[config.mk]
export PLATFORM = sky130hd
export DESIGN_NAME = burst_addr_gen
export DESIGN_NICKNAME = d
export VERILOG_FILES = /design/src/rtl/burst_pkg.sv /design/src/rtl/burst_load_ctl.sv /design/src/rtl/burst_capture.sv /design/src/rtl/beat_counter.sv /design/src/rtl/burst_addr_gen.sv
export SDC_FILE = /design/constraint.sdc
export NUM_CORES = 1
export LEC_CHECK = 0
export BUFFER_PORTS_ARGS = -buffer_cell sky130_fd_sc_hd__buf_2
export CORE_UTILIZATION = 46
export CTS_BUF_LIST = sky130_fd_sc_hd__clkbuf_8
export CTS_CLUSTER_SIZE = 40
export DETAILED_ROUTE_END_ITERATION = 8
export GPL_TIMING_DRIVEN = 0
export PLACE_DENSITY = 0.81
export SLEW_MARGIN = 20
export SYNTH_ARGS = -nofsm -noshare
export SYNTH_HDL_FRONTEND = slang
export SYNTH_SLANG_ARGS = --single-unit
[constraint.sdc]
create_clock -name clk -period 1.4 [get_ports clk]
set_clock_uncertainty 0.2 [all_clocks]
set_input_delay 0.07 -clock clk [delete_from_list [all_inputs] [get_ports clk]]
set_output_delay 0.07 -clock clk [all_outputs]
set_load 0.02 [all_outputs]
[src/rtl/burst_pkg.sv]
package burst_pkg;
  typedef enum logic {ORD_LINEAR = 1'b0, ORD_INTERLEAVE = 1'b1} order_e;

  function automatic logic [1:0] beat_offset(input logic [1:0] start,
                                             input logic [1:0] beat,
                                             input order_e     ord);
    if (ord == ORD_INTERLEAVE) return start ^ beat;
    else                       return start + beat;
  endfunction
endpackage

[src/rtl/burst_load_ctl.sv]
module burst_load_ctl (
  input  logic proc_stb_n,
  input  logic ctrl_stb_n,
  input  logic ce1_n,
  input  logic adv_n,
  output logic load,
  output logic step
);
  logic proc_ok;
  always_comb begin
    proc_ok = !proc_stb_n && !ce1_n;
    load    = proc_ok || !ctrl_stb_n;
    step    = !load && !adv_n;
  end
endmodule

[src/rtl/burst_capture.sv]
module burst_capture #(
  parameter int ADDR_W = 16,
  parameter int BEAT_W = 2
) (
  input  logic                     clk,
  input  logic                     rst_n,
  input  logic                     load,
  input  logic [ADDR_W-1:0]        addr_i,
  output logic [ADDR_W-BEAT_W-1:0] upper_q,
  output logic [BEAT_W-1:0]        start_q
);
  always_ff @(posedge clk or negedge rst_n) begin
    if (!rst_n) begin
      upper_q <= '0;
      start_q <= '0;
    end else if (load) begin
      upper_q <= addr_i[ADDR_W-1:BEAT_W];
      start_q <= addr_i[BEAT_W-1:0];
    end
  end
endmodule

[src/rtl/beat_counter.sv]
module beat_counter #(
  parameter int BEAT_W = 2
) (
  input  logic              clk,
  input  logic              rst_n,
  input  logic              load,
  input  logic              step,
  output logic [BEAT_W-1:0] beat_q
);
  always_ff @(posedge clk or negedge rst_n) begin
    if (!rst_n)    beat_q <= '0;
    else if (load) beat_q <= '0;
    else if (step) beat_q <= beat_q + 1'b1;
  end
endmodule

[src/rtl/burst_addr_gen.sv]
module burst_addr_gen
  import burst_pkg::*;
#(
  parameter int ADDR_W = 16
) (
  input  logic              clk,
  input  logic              rst_n,
  input  logic [ADDR_W-1:0] addr_i,
  input  logic              proc_stb_n,
  input  logic              ctrl_stb_n,
  input  logic              ce1_n,
  input  logic              adv_n,
  input  logic              order_sel,
  output logic [ADDR_W-1:0] burst_addr_o
);
  localparam int BEAT_W  = 2;
  localparam int UPPER_W = ADDR_W - BEAT_W;

  logic               load, step;
  logic [UPPER_W-1:0] upper_q;
  logic [BEAT_W-1:0]  start_q, beat_q;
  order_e             ord;

  burst_load_ctl u_ctl (
    .proc_stb_n(proc_stb_n), .ctrl_stb_n(ctrl_stb_n), .ce1_n(ce1_n),
    .adv_n(adv_n), .load(load), .step(step)
  );

  burst_capture #(.ADDR_W(ADDR_W), .BEAT_W(BEAT_W)) u_cap (
    .clk(clk), .rst_n(rst_n), .load(load), .addr_i(addr_i),
    .upper_q(upper_q), .start_q(start_q)
  );

  beat_counter #(.BEAT_W(BEAT_W)) u_cnt (
    .clk(clk), .rst_n(rst_n), .load(load), .step(step), .beat_q(beat_q)
  );

  always_comb begin
    ord          = order_e'(order_sel);
    burst_addr_o = {upper_q, beat_offset(start_q, beat_q, ord)};
  end
endmodule

==> run metrics, run 1 <==
routed wire length=1690 microns; vias per inst=4.795; Clock Path Buffers=2; Detail Placement HPWL=1037 microns; Worst Path Max Fanout=2; core area=0.001524 sq mm; Max Freq=669.0 MHz; number of max-cap violations=0; Routed WL per cell=13.85 microns; fill cell count=84; Vias=585; Clock transition at path regs=70 ps; placed insts=99; final worst path period need=1495 ps; Peak VDD IR=1.110 mV; worst slew pin tran=382.0 ps; n_diodes=0; Die H=42.74 microns; DRT iter0 DRCs=1; Port Buffers=38; mapped cell area=763.2 sq um; Mapped Nets=69; Setup crit end kind=primary output; Syn-to-layout area delta=61.31%; antenna violations before repair=0; Unique masters post-synth=10; CTS Buf Count=3; Finished Layout Cells=122; status=finished with violations; leading area contributor after synthesis=dfrtp_1; clk_lat worst skew=260 ps; Starting Density=50.08%; Startpoint Class=flip-flop; DRC=0; top post-synthesis cells by area=dfrtp_1, mux2_4, mux2_2; Fin. Hold Viols=0; CP arrival=1220 ps; yosys warns=0; syn_area_per_cell=16.96 sq um; GR Overflow Total=0; Worst Hold Class=primary input to asynchronous set/reset pin; top-count cell post-synth=dfrtp_1; RSZ-0062 raised after global routing=yes; share of post-route cells with drive strength above 1=59.43%; pre-CTS setup slack=39.58 ps; Antenna Nets Post-Route=0; sequential element share of the synthesized area=59.02%; post-synthesis register bit count=18; Die ar.=0.001826 sq mm; WP data required=1130 ps; Rows=14; Clock Sink Count=18; Synth top area share=59.02%; Finish-stage setup viols=1; P_leak=0.6091 nW; Post-synth EDFFs=0; Setup Crit Path Kind=flip-flop to primary output; asr flop ratio synth=100.0%; top cells by count, synth=dfrtp_1, mux2_2, mux2_4; vias in the first global route=633; fin nets=131; violated checks=negative setup slack; worst reg2reg path depth=4; gp weighted congestion=0.7102; Worst slew margin=74.53%; Final period util=106.8%; Die Wd=42.74 microns; Post-synth top flop=dfrtp_1; Worst Setup Slack, final=-94.86 ps; Slew Limit Fails=0; final hold slack=70.44 ps; Post-Syn Instances=45; Global Route Usage Sum=22.26%; IO Count=39; H-tree depth=1; first-pass GRT wire length=2904 microns; pwr dens=1097 mW/mm^2; TritonCTS clock tree=built; DRT Pass-1 Iters=2; largest net degree at the start of global routing=19; CTS Root Cell=clkbuf_8
-- routing by layer --
metal	vias to the layer above	track usage [%]	routed length, microns	share of wire [%]
li1	276	-	-	-
met1	286	27.14	684	40
met2	17	37.58	894	53
met3	6	4.255	58	3.4
met4	0	10.63	52	3.1
met5	-	0	0	0
-- layout by cell type, fill, tap and decap left out --
cell and n:
buf_4 3, buf_12 1, ha_2 1, clkbuf_8 4
o21ai_4 1, buf_2 36, nor2_1 1, mux2_2 8
nor3_1 1, dlygate4sd3_1 18, nor2b_4 1, nor2b_1 2
mux2_4 8, xnor2_1 3, dfrtp_1 18
-- sequential cells by signal, summed over array words and instances, names as in the netlist --
signal / count
u_cap.start_q: 2
u_cap.upper_q: 14
u_cnt.beat_q: 2
-- final cells by class --
class | instances | area, sq um | area share [%]
repair buffers | 57 | 382.9 | 31.10
flip-flops and latches | 18 | 450.4 | 36.59
well taps | 16 | 20.02 | 1.626
multi-input cells | 26 | 302.8 | 24.59
plain buffers | 1 | 20.02 | 1.626
clock buffers | 4 | 55.05 | 4.472
-- stage by stage --
step / total power [mW] / setup TNS [ps] / instance area [sq um] / util [%]
floorplan: 0.7754 / 0 / 763.2 / -
global placement: 0.8712 / 0 / 973.4 / 63.88
detailed placement: 0.8802 / 0 / 973.4 / 63.88
CTS: 1.348 / -114.5 / 1229 / 80.62
global route: 1.406 / -138.1 / 1231 / 80.79
finish: 1.351 / -94.86 / 1231 / 80.79
-- worst max-delay path, stage by stage (launching register included) --
cell and delay [ps]:
dfrtp_1 380, ha_2 180, nor2b_4 120, xnor2_1 130
buf_4 160
-- repair_timing --
action / in CTS / in global routing
resized for setup: 4 / 1
endpoints found under the hold margin: 36 / 0
hold buffers: 18 / 0
buffers inserted: 1 / 0
pin swaps: 2 / 2
setup endpoints to repair: 1 / 2
-- cell families (layout without fill, tap and decap cells) --
kind of cell               after synthesis  after routing  synth area share [%]
DFF                                     18             18                 59.02
muxes                                   16             16                 27.54
and+or+nand+nor                          5              5                 3.606
xor gates and xnor gates                 3              3                 3.443
adders and majority gates                1              1                 1.639
AOI/OAI and AO/OA                        1              1                 2.132
buffers and inverters                    1             62                 2.623
-- worst paths after layout --
check	startpoint	to	slack [ps]
min reg2reg	u_cap.upper_q[9]$_DFFE_PN0P_	u_cap.upper_q[9]$_DFFE_PN0P_	310
max	u_cap.start_q[0]$_DFFE_PN0P_	burst_addr_o[1]	-90
max reg2reg	u_cnt.beat_q[0]$_DFFE_PN0P_	u_cnt.beat_q[1]$_DFFE_PN0P_	210
min in group clk	ctrl_stb_n	u_cap.upper_q[10]$_DFFE_PN0P_	70
max in group asynchronous	rst_n	u_cap.upper_q[12]$_DFFE_PN0P_	650
min	rst_n	u_cnt.beat_q[0]$_DFFE_PN0P_	70
-- where the power goes --
part           internal, mW  switching (mW)  total [mW]  leakage (nW)
Combinational         0.176           0.151       0.327         0.367
Clock                 0.250           0.177       0.427        0.0288
Sequential            0.570          0.0263       0.596         0.214
Power figures use the tool's default switching activity.
==> run 2, diff against run 1 <==
==> constraint.sdc (replaced) <==
create_clock -name clk -period 1.48 [get_ports clk]
set_clock_uncertainty 0.2 [all_clocks]
set_input_delay 0.074 -clock clk [delete_from_list [all_inputs] [get_ports clk]]
set_output_delay 0.074 -clock clk [all_outputs]
set_load 0.02 [all_outputs]
==> run 2 against run 1 <==
Against the previous run:
- the run still ends with negative setup slack left
- die area stayed put
- first-iteration DRC count stayed put
- register-to-register slack better by 80 ps
- global-route usage stayed put
- hold slack better by 4.2 ps
- critical endpoint unchanged
- largest power group unchanged
==> run metrics, run 2 (synthesized netlist as in run 1, its figures left out) <==
Die H=42.74 microns; Rows=14; Max Freq=667.3 MHz; Worst Hold Class=primary input to asynchronous set/reset pin; Startpoint Class=flip-flop; worst slew pin tran=382.2 ps; Die ar.=0.001826 sq mm; Finish-stage setup viols=1; DRT iter0 DRCs=1; slowest stage delay, CP=380 ps; gp weighted congestion=0.7102; commonest non-fill, non-tap cells in the layout=buf_2, dlygate4sd3_1, dfrtp_1; RSZ-0062 raised after global routing=yes; vias in the first global route=633; vias per inst=4.787; DRT Pass-1 Iters=2; pwr dens=1036 mW/mm^2; WP buf/inv=1; antenna violations before repair=0; Setup crit end kind=primary output; Peak VDD IR=1.048 mV; Setup TNS=-18.59 ps; Area after DPL=973.4 sq um; Largest Register=u_cap.upper_q; number of max-cap violations=0; DRC=0; most common cell after layout, fill and taps aside=buf_2; Global Route Usage Sum=22.26%; Slowest-stage cell, CP=dfrtp_1; delay-heaviest family, CP=flip-flops; n_diodes=0; Finished Cell Area=0.001229 sq mm; Worst slew margin=74.52%; Worst Setup Slack, final=-18.59 ps; Detail Placement HPWL=1037 microns; TritonCTS clock tree=built; Clock Path Buffers=2; Antenna Nets Post-Route=0; core area=0.001524 sq mm; final worst path period need=1499 ps; clk_lat worst skew=260 ps; Die Wd=42.74 microns; CTS Buf Count=3; WP data required=1210 ps; first-pass GRT wire length=2904 microns; largest net degree at the start of global routing=19; IO Count=39; Final period util=101.3%; final hold slack=74.67 ps; pre-CTS setup slack=115.6 ps; fin nets=131; max reg flops=14; Vias=584; Syn-to-layout area delta=60.98%; Clock transition at path regs=70 ps; routed wire length=1672 microns; Port Buffers=38; biggest registers after layout=u_cap.upper_q x14, u_cap.start_q x2, u_cnt.beat_q x2; violated checks=negative setup slack; Slew Limit Fails=0; share of post-route cells with drive strength above 1=59.43%; Fin. Hold Viols=0; status=finished with violations; CP arrival=1220 ps; Starting Density=50.08%; H-tree depth=1; r2r setup slk=290 ps; Worst Path Max Fanout=2; Setup Crit Path Kind=flip-flop to primary output; GR Overflow Total=0; Routed WL per cell=13.70 microns; Clock Sink Count=18; CTS Root Cell=clkbuf_8; cell chain of the critical path=ha_2 > nor2b_4 > xnor2_1 > buf_4; P_leak=0.6083 nW
## run 2: cell types whose count changed in the layout (fill, tap and decap cells not counted)
| cell | change |
|---|---|
| buf_2 | +1 |
| buf_4 | -1 |
## run 2: path summary, 6_finish.rpt
kind | end | from | cells past startpoint
setup / recovery | burst_addr_o[1] | u_cap.start_q[0]$_DFFE_PN0P_ | 4
hold / removal | u_cnt.beat_q[0]$_DFFE_PN0P_ | rst_n | 2
setup reg to reg | u_cnt.beat_q[1]$_DFFE_PN0P_ | u_cnt.beat_q[0]$_DFFE_PN0P_ | 4
hold reg to reg | u_cap.upper_q[9]$_DFFE_PN0P_ | u_cap.upper_q[9]$_DFFE_PN0P_ | 1
max in group asynchronous | u_cap.upper_q[12]$_DFFE_PN0P_ | rst_n | 2
min in group clk | u_cap.upper_q[10]$_DFFE_PN0P_ | ctrl_stb_n | 3
## run 2: timing repair
| item | in CTS | in global routing |
|---|---|---|
| setup buffers | 1 | 0 |
| gates resized for setup | 4 | 0 |
| setup endpoints to repair | 1 | 1 |
| pin swaps | 2 | 2 |
| endpoints found under the hold margin | 36 | 0 |
| gates cloned | 0 | 0 |
| hold buffers | 18 | 0 |
## run 2: final cells by class
| cell class | count | area (sq um) |
|---|---|---|
| sequential | 18 | 450.4 |
| timing repair buffer | 57 | 380.4 |
| multi-input combinational | 26 | 302.8 |
| fill | 83 | 295.3 |
| clock buffer | 4 | 55.05 |
| buffer | 1 | 20.02 |
| tap | 16 | 20.02 |
## run 2: through the flow
step | util (%) | std cells | power [mW]
CTS | 80.62 | 122 | 1.275
detailed placement | 63.88 | 99 | 0.8326
global placement | 63.88 | 99 | 0.8241
global route | 80.62 | 122 | 1.326
finish | 80.62 | 122 | 1.273
floorplan | - | 45 | 0.7335
## run 2: layer usage
layer / share of wire [%] / GRT usage (%) / wire length (microns) / vias up
met1: 41 / 27.14 / 685 / 285
met4: 3.1 / 10.63 / 52 / 0
li1: - / - / - / 276
met3: 3.5 / 4.255 / 58 / 6
met2: 52 / 37.58 / 875 / 17
met5: 0 / 0 / 0 / -
## run 2: where the power goes
group | switching, mW | total (mW) | internal (mW)
clock | 0.167 | 0.404 | 0.237
combinational | 0.142 | 0.305 | 0.163
sequential | 0.0249 | 0.564 | 0.539
total | 0.334 | 1.27 | 0.939
==> run 3, diff against run 2 <==
--- a/config.mk
+++ b/config.mk
@@ -12,6 +12,7 @@
 export DETAILED_ROUTE_END_ITERATION = 8
 export GPL_TIMING_DRIVEN = 0
 export PLACE_DENSITY = 0.81
+export RECOVER_POWER = 25
 export SLEW_MARGIN = 20
 export SYNTH_ARGS = -nofsm -noshare
 export SYNTH_HDL_FRONTEND = slang
==> run 3 against run 2 <==
Against the previous run:
- the flow still finishes with violations (negative setup slack)
- via count unchanged
- sequential share of layout area unchanged
- hold slack gained 3.1 ps
- register-to-register slack is essentially flat
- worst setup slack stayed put
- sequential power barely moved
- total power about the same
- critical endpoint unchanged
==> run metrics, run 3 (synthesized netlist as in run 1, its figures left out) <==
P_leak=0.6085 nW; share of post-route cells with drive strength above 1=59.43%; Syn-to-layout area delta=60.98%; vias per inst=4.787; pwr dens=1036 mW/mm^2; CP arrival=1220 ps; power consumption=1.273 mW; CTS Buf Count=3; Die ar.=0.001826 sq mm; Int Power=0.9391 mW; Setup Crit Path Kind=flip-flop to primary output; DRT iter0 DRCs=1; Global Route Usage Sum=22.26%; Area after DPL=973.4 sq um; Routed WL per cell=13.70 microns; Starting Density=50.08%; CTS Root Cell=clkbuf_8; Final period util=101.3%; Worst Path Max Fanout=2; Finish-stage setup viols=1; number of max-cap violations=0; Peak VDD IR=1.048 mV; final worst path period need=1499 ps; part of the power in registers=44.3%; Worst slew margin=71.64%; Rows=14; switching portion of total power=26.23%; DRC=0; Max Freq=667.3 MHz; Slowest-stage cell, CP=dfrtp_1; worst slew pin tran=425.3 ps; Largest Register=u_cap.upper_q; WP data required=1210 ps; fin nets=131; TritonCTS clock tree=built; clock power share=31.7%; Finished Cell Area=0.001229 sq mm; core area=0.001524 sq mm; largest net degree at the start of global routing=19; Worst Hold Class=primary input to flip-flop; Comb pwr share=23.9%; Startpoint Class=flip-flop; n_diodes=0; routed wire length=1671 microns; DRT Pass-1 Iters=2; vias in the first global route=633; Fin. Hold Viols=0; slowest stage delay, CP=380 ps; Clock transition at path regs=70 ps; biggest registers after layout=u_cap.upper_q x14, u_cap.start_q x2, u_cnt.beat_q x2; Slew Limit Fails=0; status=finished with violations; violated checks=negative setup slack; Die Wd=42.74 microns; first-pass GRT wire length=2904 microns; cell chain of the critical path=ha_2 > nor2b_4 > xnor2_1 > buf_4; Clock Sink Count=18; Clock Path Buffers=2; NetSw=0.3339 mW; most common cell after layout, fill and taps aside=buf_2; Worst Setup Slack, final=-18.59 ps; Die H=42.74 microns; IO Count=39; clk_lat worst skew=260 ps; Detail Placement HPWL=1037 microns; GR Overflow Total=0; gp weighted congestion=0.7102; Port Buffers=38; H-tree depth=1; Vias=584; pre-CTS setup slack=115.6 ps; RSZ-0062 raised after global routing=yes; Setup crit end kind=primary output; antenna violations before repair=0; Antenna Nets Post-Route=0; max reg flops=14; commonest non-fill, non-tap cells in the layout=buf_2, dlygate4sd3_1, dfrtp_1
run 3: final timing paths:
check                                             start                       endpoint  slack [ps]  depth (start not counted)
hold reg to reg            u_cap.upper_q[9]$_DFFE_PN0P_   u_cap.upper_q[9]$_DFFE_PN0P_         310                          1
min in group asynchronous                         rst_n    u_cnt.beat_q[0]$_DFFE_PN0P_          90                          2
hold / removal                               ctrl_stb_n  u_cap.upper_q[10]$_DFFE_PN0P_          80                          3
setup / recovery           u_cap.start_q[0]$_DFFE_PN0P_                burst_addr_o[1]         -20                          4
setup reg to reg            u_cnt.beat_q[0]$_DFFE_PN0P_    u_cnt.beat_q[1]$_DFFE_PN0P_         290                          4
max in group asynchronous                         rst_n  u_cap.upper_q[12]$_DFFE_PN0P_         690                          2
run 3: through the flow:
stage                     TNS, ps  instances  hold WS (ps)  utilization [%]
after detailed placement        0         99        -179.0            63.88
after global routing       -62.11        122         98.22            80.62
after CTS                  -38.53        122         85.02            80.62
after global placement          0         99        -184.0            63.88
after floorplan                 0         45        -421.6                -
final                      -18.59        122         77.78            80.62
run 3: critical path: cells and delay by family (launching register included):
family                     cells  cell delay, ps
buffers and inverters          1             160
and+or+nand+nor                1             120
xor gates and xnor gates       1             130
DFF                            1             380
adders and majority gates      1             180
run 3: layer usage:
layer	wire length (microns)	GRT usage [%]	vias to the layer above
met2	875	37.58	17
met4	52	10.63	0
met3	58	4.255	6
met1	684	27.14	285
met5	0	0	-
li1	-	-	276
run 3: power groups by stage:
| stage | logic (mW) | registers (mW) | clock network [mW] |
|---|---|---|---|
| final | 0.305 | 0.564 | 0.404 |
| after global routing | 0.328 | 0.571 | 0.428 |
| after CTS | 0.306 | 0.563 | 0.405 |
| after detailed placement | 0.261 | 0.572 | 0 |
| after global placement | 0.254 | 0.570 | 0 |
| after floorplan | 0.113 | 0.621 | 0 |
run 3: layout make-up:
cell class | instances | area [sq um]
multi-input cells | 26 | 302.8
clock buffers | 4 | 55.05
well taps | 16 | 20.02
fillers | 83 | 295.3
repair buffers | 57 | 380.4
plain buffers | 1 | 20.02
flip-flops and latches | 18 | 450.4
run 3: timing repair:
item                       4_1_cts  5_1_grt
setup endpoints to repair        1        1
hold buffers                    18        0
hold endpoints to repair        36        0
setup buffers                    1        0
pin swaps                        2        2
gates resized for setup          4        0
